===== src/rtl/inrush_ramp_pkg.sv =====
package inrush_ramp_pkg;
  typedef enum logic [1:0] {
    PH_IDLE   = 2'd0,
    PH_PREP   = 2'd1,
    PH_RAMP   = 2'd2,
    PH_STEADY = 2'd3
  } ramp_phase_e;
endpackage


===== src/rtl/ramp_divider.sv =====
// Serial restoring divider: one quotient bit per cycle, NUM_W cycles.
module ramp_divider #(
  parameter int NUM_W = 12,
  parameter int DEN_W = 8
) (
  input  logic             clk,
  input  logic             rst_n,
  input  logic             load_i,
  input  logic [NUM_W-1:0] num_i,
  input  logic [DEN_W-1:0] den_i,
  output logic [NUM_W-1:0] quo_o,
  output logic [DEN_W-1:0] rem_o,
  output logic             done_o
);
  localparam int CNT_W = $clog2(NUM_W + 1);

  logic [NUM_W-1:0] quo_q;
  logic [DEN_W-1:0] rem_q;
  logic [DEN_W-1:0] den_q;
  logic [CNT_W-1:0] cnt_q;
  logic             busy_q;
  logic             done_q;

  function automatic logic [DEN_W:0] shift_in(input logic [DEN_W-1:0] r, input logic b);
    return {r, b};
  endfunction

  logic [DEN_W:0] trial_w;
  logic           fits_w;
  logic [DEN_W-1:0] rem_next_w;

  assign trial_w    = shift_in(rem_q, quo_q[NUM_W-1]);
  assign fits_w     = trial_w >= {1'b0, den_q};
  assign rem_next_w = fits_w ? DEN_W'(trial_w - {1'b0, den_q}) : trial_w[DEN_W-1:0];

  always_ff @(posedge clk or negedge rst_n) begin
    if (!rst_n) begin
      quo_q  <= '0;
      rem_q  <= '0;
      den_q  <= '0;
      cnt_q  <= '0;
      busy_q <= 1'b0;
      done_q <= 1'b0;
    end else if (load_i) begin
      quo_q  <= num_i;
      rem_q  <= '0;
      den_q  <= den_i;
      cnt_q  <= CNT_W'(NUM_W);
      busy_q <= 1'b1;
      done_q <= 1'b0;
    end else if (busy_q) begin
      quo_q <= {quo_q[NUM_W-2:0], fits_w};
      rem_q <= rem_next_w;
      cnt_q <= cnt_q - CNT_W'(1);
      if (cnt_q == CNT_W'(1)) begin
        busy_q <= 1'b0;
        done_q <= 1'b1;
      end
    end else begin
      done_q <= 1'b0;
    end
  end

  assign quo_o  = quo_q;
  assign rem_o  = rem_q;
  assign done_o = done_q;
endmodule


===== src/rtl/ramp_strobe.sv =====
// Prescaler: one-cycle tick every DIV cycles, restarted by clear_i.
module ramp_strobe #(
  parameter int DIV = 50
) (
  input  logic clk,
  input  logic rst_n,
  input  logic clear_i,
  output logic tick_o
);
  localparam int PW = (DIV > 1) ? $clog2(DIV) : 1;
  localparam logic [PW-1:0] LAST = PW'(DIV - 1);

  logic [PW-1:0] cnt_q;

  always_ff @(posedge clk or negedge rst_n) begin
    if (!rst_n)                cnt_q <= '0;
    else if (clear_i)          cnt_q <= '0;
    else if (cnt_q == LAST)    cnt_q <= '0;
    else                       cnt_q <= cnt_q + PW'(1);
  end

  assign tick_o = (cnt_q == LAST);
endmodule


===== src/rtl/ramp_accum.sv =====
// Linear ramp: level += step per tick plus a carry from the remainder accumulator.
module ramp_accum #(
  parameter int CUR_W  = 12,
  parameter int RISE_W = 8
) (
  input  logic              clk,
  input  logic              rst_n,
  input  logic              clear_i,
  input  logic              step_en_i,
  input  logic [CUR_W-1:0]  step_i,
  input  logic [RISE_W-1:0] rem_i,
  input  logic [RISE_W-1:0] span_i,
  output logic [CUR_W-1:0]  level_o,
  output logic              full_o
);
  logic [CUR_W-1:0]  lvl_q;
  logic [RISE_W-1:0] frac_q;
  logic [RISE_W-1:0] k_q;

  function automatic logic [RISE_W:0] frac_add(input logic [RISE_W-1:0] f,
                                               input logic [RISE_W-1:0] r);
    return {1'b0, f} + {1'b0, r};
  endfunction

  logic [RISE_W:0] sum_w;
  logic            carry_w;

  assign sum_w   = frac_add(frac_q, rem_i);
  assign carry_w = sum_w >= {1'b0, span_i};
  assign full_o  = (k_q == span_i);

  always_ff @(posedge clk or negedge rst_n) begin
    if (!rst_n) begin
      lvl_q  <= '0;
      frac_q <= '0;
      k_q    <= '0;
    end else if (clear_i) begin
      lvl_q  <= '0;
      frac_q <= '0;
      k_q    <= '0;
    end else if (step_en_i && !full_o) begin
      k_q <= k_q + RISE_W'(1);
      if (carry_w) begin
        frac_q <= RISE_W'(sum_w - {1'b0, span_i});
        lvl_q  <= lvl_q + step_i + CUR_W'(1);
      end else begin
        frac_q <= sum_w[RISE_W-1:0];
        lvl_q  <= lvl_q + step_i;
      end
    end
  end

  assign level_o = lvl_q;
endmodule


===== src/rtl/ramp_phase_ctrl.sv =====
module ramp_phase_ctrl
  import inrush_ramp_pkg::*;
(
  input  logic        clk,
  input  logic        rst_n,
  input  logic        start_go_i,
  input  logic        abort_i,
  input  logic        div_done_i,
  input  logic        vds_low_i,
  output ramp_phase_e phase_o,
  output logic        done_o,
  output logic        handover_o
);
  ramp_phase_e phase_q;
  logic        done_q;

  assign handover_o = (phase_q == PH_RAMP) && vds_low_i && !abort_i && !start_go_i;

  always_ff @(posedge clk or negedge rst_n) begin
    if (!rst_n) begin
      phase_q <= PH_IDLE;
      done_q  <= 1'b0;
    end else if (abort_i) begin
      phase_q <= PH_IDLE;
      done_q  <= 1'b0;
    end else if (start_go_i) begin
      phase_q <= PH_PREP;
      done_q  <= 1'b0;
    end else begin
      case (phase_q)
        PH_PREP: if (div_done_i) phase_q <= PH_RAMP;
        PH_RAMP: if (vds_low_i) begin
          phase_q <= PH_STEADY;
          done_q  <= 1'b1;
        end
        default: ;
      endcase
    end
  end

  assign phase_o = phase_q;
  assign done_o  = done_q;
endmodule


===== src/rtl/inrush_ramp_gen.sv =====
module inrush_ramp_gen
  import inrush_ramp_pkg::*;
#(
  parameter int CUR_W    = 12,
  parameter int RISE_W   = 14,
  parameter int PRESCALE = 50
) (
  input  logic              clk,
  input  logic              rst_n,
  input  logic              start_i,
  input  logic              abort_i,
  input  logic [CUR_W-1:0]  chg_lim_i,
  input  logic [CUR_W-1:0]  ss_lim_i,
  input  logic [RISE_W-1:0] rise_i,
  input  logic              vds_low_i,
  output logic [CUR_W-1:0]  setpoint_o,
  output logic              done_o
);
  function automatic logic [RISE_W-1:0] span_of(input logic [RISE_W-1:0] r);
    return (r == '0) ? RISE_W'(1) : r;
  endfunction

  // named internal events, observed by the bound checker
  logic start_go_w;
  logic handover_w;
  logic ph_ramp_w;
  logic tick_w;
  logic div_done_w;

  logic [CUR_W-1:0]  chg_q;
  logic [CUR_W-1:0]  ss_q;
  logic [RISE_W-1:0] span_q;
  logic [CUR_W-1:0]  step_w;
  logic [RISE_W-1:0] rem_w;
  logic [CUR_W-1:0]  level_w;
  logic              full_w;
  ramp_phase_e       phase_w;

  assign start_go_w = start_i && !abort_i;

  always_ff @(posedge clk or negedge rst_n) begin
    if (!rst_n) begin
      chg_q  <= '0;
      ss_q   <= '0;
      span_q <= RISE_W'(1);
    end else if (start_go_w) begin
      chg_q  <= chg_lim_i;
      ss_q   <= ss_lim_i;
      span_q <= span_of(rise_i);
    end
  end

  ramp_divider #(.NUM_W(CUR_W), .DEN_W(RISE_W)) div_i (
    .clk    (clk),
    .rst_n  (rst_n),
    .load_i (start_go_w),
    .num_i  (chg_lim_i),
    .den_i  (span_of(rise_i)),
    .quo_o  (step_w),
    .rem_o  (rem_w),
    .done_o (div_done_w)
  );

  ramp_strobe #(.DIV(PRESCALE)) strobe_i (
    .clk     (clk),
    .rst_n   (rst_n),
    .clear_i (start_go_w),
    .tick_o  (tick_w)
  );

  ramp_accum #(.CUR_W(CUR_W), .RISE_W(RISE_W)) accum_i (
    .clk       (clk),
    .rst_n     (rst_n),
    .clear_i   (start_go_w),
    .step_en_i (tick_w && ph_ramp_w),
    .step_i    (step_w),
    .rem_i     (rem_w),
    .span_i    (span_q),
    .level_o   (level_w),
    .full_o    (full_w)
  );

  ramp_phase_ctrl ctrl_i (
    .clk        (clk),
    .rst_n      (rst_n),
    .start_go_i (start_go_w),
    .abort_i    (abort_i),
    .div_done_i (div_done_w),
    .vds_low_i  (vds_low_i),
    .phase_o    (phase_w),
    .done_o     (done_o),
    .handover_o (handover_w)
  );

  assign ph_ramp_w = (phase_w == PH_RAMP);

  always_comb begin
    case (phase_w)
      PH_RAMP:   setpoint_o = full_w ? chg_q : level_w;
      PH_STEADY: setpoint_o = ss_q;
      default:   setpoint_o = '0;
    endcase
  end
endmodule


===== config.mk =====
export PLATFORM = sky130hd
export DESIGN_NAME = inrush_ramp_gen
export DESIGN_NICKNAME = d
export VERILOG_FILES = /design/src/rtl/inrush_ramp_pkg.sv /design/src/rtl/ramp_divider.sv /design/src/rtl/ramp_strobe.sv /design/src/rtl/ramp_accum.sv /design/src/rtl/ramp_phase_ctrl.sv /design/src/rtl/inrush_ramp_gen.sv
export SDC_FILE = /design/constraint.sdc
export NUM_CORES = 1
export LEC_CHECK = 0
export ABC_AREA = 1
export BUFFER_PORTS_ARGS = -buffer_cell sky130_fd_sc_hd__buf_2
export CELL_PAD_IN_SITES_DETAIL_PLACEMENT = 1
export CELL_PAD_IN_SITES_GLOBAL_PLACEMENT = 2
export CORE_UTILIZATION = 38
export CTS_CLUSTER_SIZE = 12
export DETAILED_ROUTE_END_ITERATION = 8
export PLACE_DENSITY_LB_ADDON = 0.2
export SETUP_SLACK_MARGIN = 0.1
export SKIP_CTS_REPAIR_TIMING = 1
export SYNTH_ARGS = -nofsm -noshare
export SYNTH_HDL_FRONTEND = slang
export SYNTH_HIERARCHICAL = 1
export SYNTH_SLANG_ARGS = --single-unit
export TNS_END_PERCENT = 100

===== constraint.sdc =====
create_clock -name clk -period 6 [get_ports clk]
set_clock_uncertainty 0.1 [all_clocks]
set_input_delay 0.6 -clock clk [delete_from_list [all_inputs] [get_ports clk]]
set_output_delay 0.6 -clock clk [all_outputs]
set_load 0.02 [all_outputs]

# Yosys cells after proc, flatten, opt, wreduce, memory -nomap -nowiden
# Cells that the tools add are included.
# classes
addsub	8
n_lt_le_gt_ge	2
eq_ne	9
mux	35
reduce_logical	13
# op_table
op	n
2-to-1 mux 14 bit	9
2-to-1 mux 12 bit	6
>= comparator 15 x 14 -> 1 bit	2
subtractor 14 bit	2
case mux 12 bit (2 select lines)	1
adder 14 x 14 -> 15 bit	1
adder 14 x 1 -> 14 bit, second input constant	1
== test 14 bit	1
logical NOT 14 bit	1
adder 12 x 1 -> 12 bit, second input constant	1
adder 12 bit	1
2-to-1 mux 6 bit	2
2-to-1 mux 1 bit	10
2-to-1 mux 2 bit	4
2-to-1 mux 4 bit	2
adder 6 x 1 -> 6 bit, second input constant	1
== test 6 bit, second input constant	1
nonzero test 3 bit	2
== test 2 bit, second input constant	2
== test 4 x 1 -> 1 bit, second input constant	1
inequality test 4 x 3 -> 1 bit, second input constant	1
inequality test 4 bit, second input constant	1
case mux 2 bit (2 select lines)	1
nonzero test 2 bit	2
other kinds (8)	11
# totals
register_bits	133
output_inout_bits	13
word_cells	82

# Longest topological paths before layout
# logic_depth
depth_word	5
ltp_mapped	26
mapped_depth_nobuf	24

# Cells and area by module
# Netlist, hierarchy kept.
# modules_own_cells
module	instances	cells_per_inst	area_per_inst_um2
ramp_accum	1	690	4433.0
ramp_divider	1	430	3026.7
inrush_ramp_gen	1	248	1921.8
ramp_strobe	1	34	296.5
ramp_phase_ctrl	1	22	175.2

# Least setup slack after synthesis
# No wires, ideal clock.
# synth_path
kind	reg2reg
start	reg div_i.rem_q[0], in the netlist div_i/rem_o[0]
end	reg accum_i.frac_q[1]
setup_ns	0.131
t_arrival_ns	3.087
setup_slack_ns	2.683
path_stages_with_launch	25
n_path_buf	2
synth_period_minus_slack_ns	3.317
path_cell_list	dfrtp_1 -> ha_1 -> inv_1 -> fa_1 -> inv_1 -> nand2_1 -> nand3_1 -> nand3_1 -> o21bai_1 -> xor2_1 -> inv_1 -> ha_1 -> nand2_1 -> inv_1 -> nand2_1 -> and2_1 -> nand3_2 -> nand2_1 -> nand2_1 -> nand2_1 -> nand2_1 -> buf_4 -> buf_4 -> o211ai_1 -> o21ai_0
# synth_via
elab_chain_len	5
elab_cells_between_ends	6
classes_between	2 x add/sub; 1 x order compare; 3 x mux
# synth_rtl
element	line_no	rtl
start: declaration	ramp_divider.sv:18	logic [DEN_W-1:0] rem_q;
start signal: assignment	ramp_divider.sv:53	rem_q <= rem_next_w;
adder 14 x 14 -> 15 bit *	ramp_accum.sv:22	return {1'b0, f} + {1'b0, r};
subtractor 14 bit / >= comparator 15 x 14 -> 1 bit (equally long branches)	ramp_accum.sv:44, ramp_accum.sv:29	
2-to-1 mux 14 bit *	ramp_accum.sv:43	if (carry_w) begin
2-to-1 mux 14 bit *	ramp_accum.sv:41	end else if (step_en_i && !full_o) begin
2-to-1 mux 14 bit *	ramp_accum.sv:37	end else if (clear_i) begin
end signal: assignment	ramp_accum.sv:44	frac_q <= RISE_W'(sum_w - {1'b0, span_i});
end signal: assignment	ramp_accum.sv:47	frac_q <= sum_w[RISE_W-1:0];
end: declaration	ramp_accum.sv:17	logic [RISE_W-1:0] frac_q;
# Every way passes the cells marked *; elsewhere a longest branch is shown, timed or not. The select of a mux whose other input is x is not followed.
# A chain may end at the register's enable or synchronous reset.

# Final worst setup path
# layout_path
start	reg div_i.rem_q[0], in the netlist div_i/rem_o[0]
end	reg accum_i.lvl_q[6], in the netlist accum_i/level_o[6]
# layout_via
elab_chain_len	5
# layout_rtl
element	line_no	rtl
adder 14 x 14 -> 15 bit	ramp_accum.sv:22	
>= comparator 15 x 14 -> 1 bit	ramp_accum.sv:29	assign carry_w = sum_w >= {1'b0, span_i};
2-to-1 mux 12 bit	ramp_accum.sv:43	
2-to-1 mux 12 bit	ramp_accum.sv:41	
2-to-1 mux 12 bit	ramp_accum.sv:37	
end signal: assignment	ramp_accum.sv:45	lvl_q <= lvl_q + step_i + CUR_W'(1);
end signal: assignment	ramp_accum.sv:48	lvl_q <= lvl_q + step_i;
end: declaration	ramp_accum.sv:16	logic [CUR_W-1:0] lvl_q;
# No other way between the ends. The select of a mux whose other input is x is not followed.

==> qor.csv <==
metric,value,unit
setup violators final,0,
GRT Total Usage,0.2418,
Routed WL,30560,um
ANT nets after route,0,
sw frac,0.4605,
Nets,1559,
Post-DP HPWL,23790,um
CP most frequent cell,nand2_1,
crit-path cells,"ha_1, inv_1, fa_1, inv_1, nand2_1, nand3_1, nand3_1, o21bai_1, xor2_1, inv_1, ha_1, inv_1, nor3_1, a31oi_1, nand2_1, nand2_1, nand2_1, buf_4, nand2_1, nand2_1, nand2_1, o21ai_0",
H-tree levels,4,
io pins,56,
gpl congestion,0.8217,
Initial DRC Count,455,
P_sw,2.117,mW
Logic pwr share,0.490,
Max-Slew Margin vs Limit,0.3924,
Peak Freq,252.9,MHz
"slowest stage delay, CP",0.41,ns
initial antenna violation count,0,
pwr/cell area,421.5,mW/mm^2
Slew @ Worst Pin,0.9115,ns
CTS tree,yes,
Clock Power Share,0.241,
Filler cells,3319,
clk_lat worst skew,0.43,ns
Layout area overhead,10.73,%
"Arr. time, crit path",4.19,ns
critical path's slowest cell,dfrtp_1,
post-synthesis area per instance,6.922,um^2
critical path class,flip-flop to flip-flop,
first-pass GRT wire length,49780,um
"Hold Vio Cnt, Final",0,
Total Neg Setup Slack,0,ns
# rows,58,
Synth Net Count,1529,
buffer and inverter count on the worst path,5,
Final min period,3.954,ns
Detailed Routing Iterations Pass 1,5,
leakage power,5.814,nW
Syn Inst Count,1423,
required time worst endpoint,6.23,ns
sequential power share,0.269,
period utilization,0.6589,
Wirelength per Cell,17.01,um
Die ar.,0.02657,mm^2
DRC Markers,0,
crit start category,flip-flop,
number of global-route vias before repair,9269,
Num CTS Buffers,17,
Die Ht,163.0,um
status,finished clean,
core area,0.02533,mm^2
yosys warns,6,
Hold WC Path Type,input pin to async pin,
largest net degree at the start of global routing,88,
max-cap viol count,0,
Initial Utilization,0.3889,
RSZ-0062 raised after global routing,no,
VDD IR max,176.3,uV
Pint,2.481,mW
Slew Limit Fails,0,
Layout Utilization,0.4306,
via/cell ratio,5.053,
Die W,163.0,um
Clock Tree Root,clkbuf_16,
share of layout cells above drive strength 1,0.1030,
CP top delay family,simple AND/OR/NAND/NOR gates,
Clock Tree Buf Depth,2,
# port buffers,55,
antenna cells,0,
crit-path max FO,37,
CTS Sinks,133,
GR Overflow Total,0,
Worst-path clk slew,0.07,ns
vias,9075,
critical path endpoint category,flip-flop,
Post-Syn Area,0.009849,mm^2
[final cells by class]
| cell class | count | area (um^2) | area share |
|---|---|---|---|
| flip-flops and latches | 133 | 3329 | 0.3053 |
| well taps | 330 | 412.9 | 0.03786 |
| clock buffers | 18 | 439.2 | 0.04027 |
| clock inverters | 14 | 166.4 | 0.01526 |
| inverters | 198 | 744.5 | 0.06826 |
| repair buffers | 61 | 326.6 | 0.02994 |
| multi-input cells | 1042 | 5488 | 0.5032 |
[per-stage QoR]
stage	hold slack (ns)	power [mW]	std cells	worst slack [ns]	instance area [um^2]
6_report	0.1311	4.598	1796	2.046	10910
5_1_grt	0.2094	4.987	1796	1.664	10910
4_1_cts	0.1888	4.646	1796	2.017	10910
3_5_place_dp	0.3591	3.507	1764	2.046	10300
3_3_place_gp	0.3551	3.461	1764	2.235	10300
2_1_floorplan	0.2044	2.943	1423	2.683	9849
[flip-flops by register name (all words and copies together), names as in the netlist]
signal and cells:
accum_i/frac_q 14, accum_i/k_q 14, div_i/den_q 14, div_i/rem_o 14, span_q 14, accum_i/level_o 12
chg_q 12, div_i/quo_o 12, ss_q 12, strobe_i/cnt_q 6, div_i/cnt_q 4, ctrl_i/phase_o 2
ctrl_i/done_o 1, div_i/busy_q 1, div_i/done_o 1
[power by group through the flow]
stage | sequential [mW] | clock, mW | combinational [mW]
floorplan | 1.18 | 0 | 1.76
global placement | 1.24 | 0 | 2.22
detailed placement | 1.25 | 0 | 2.26
CTS | 1.24 | 1.13 | 2.28
global route | 1.26 | 1.17 | 2.56
finish | 1.24 | 1.11 | 2.25
[cells in the final DEF (no fill, tap or decap), drive strengths merged]
cell / count
xnor2: 23
dfrtp: 132
a21o: 2
fa: 4
ha: 59
o31ai: 4
and2: 4
a21oi: 46
nand2: 519
o21ai: 76
nand3b: 1
o22ai: 1
buf: 61
o21bai: 4
clkbuf: 18
clkinvlp: 3
o211ai: 16
clkinv: 5
a31oi: 2
nand4: 33
nor2: 93
o221ai: 2
xor2: 22
nor3b: 2
nand3: 109
inv: 202
or2: 1
nor3: 12
o21a: 3
nor4: 3
a21boi: 1
bufinv: 2
dfstp: 1
[routing by layer]
metal  routed length (um)  track usage  vias up
li1                     -            -     4575
met1                15680       0.3445     4385
met2                13710       0.3836       98
met3                  910      0.03820       17
met4                  257      0.05098        0
met5                    0            0        -
[path summary, 6_finish.rpt]
path                       slack [ns]  cells after the start            from                  to
hold reg to reg                  0.37                      2        chg_q[3]            chg_q[3]
setup / recovery                 2.05                     22  div_i/rem_o[0]  accum_i/level_o[6]
hold / removal                   0.13                      1           rst_n           span_q[7]
min in group clk                 0.27                      3     ss_lim_i[4]             ss_q[4]
max in group asynchronous        4.51                      2           rst_n      accum_i/k_q[0]
setup reg to reg                 2.05                     22  div_i/rem_o[0]  accum_i/level_o[6]
[worst register-to-register path: stages (launching register included)]
cell,delay (ns)
dfrtp_1,0.41
ha_1,0.19
inv_1,0.05
fa_1,0.40
inv_1,0.09
nand2_1,0.06
nand3_1,0.14
nand3_1,0.11
o21bai_1,0.16
xor2_1,0.24
inv_1,0.09
ha_1,0.32
inv_1,0.09
nor3_1,0.27
a31oi_1,0.12
nand2_1,0.09
nand2_1,0.05
nand2_1,0.07
buf_4,0.36
nand2_1,0.15
nand2_1,0.08
nand2_1,0.05
o21ai_0,0.18
No activity file was read; power rests on OpenSTA's default activity.
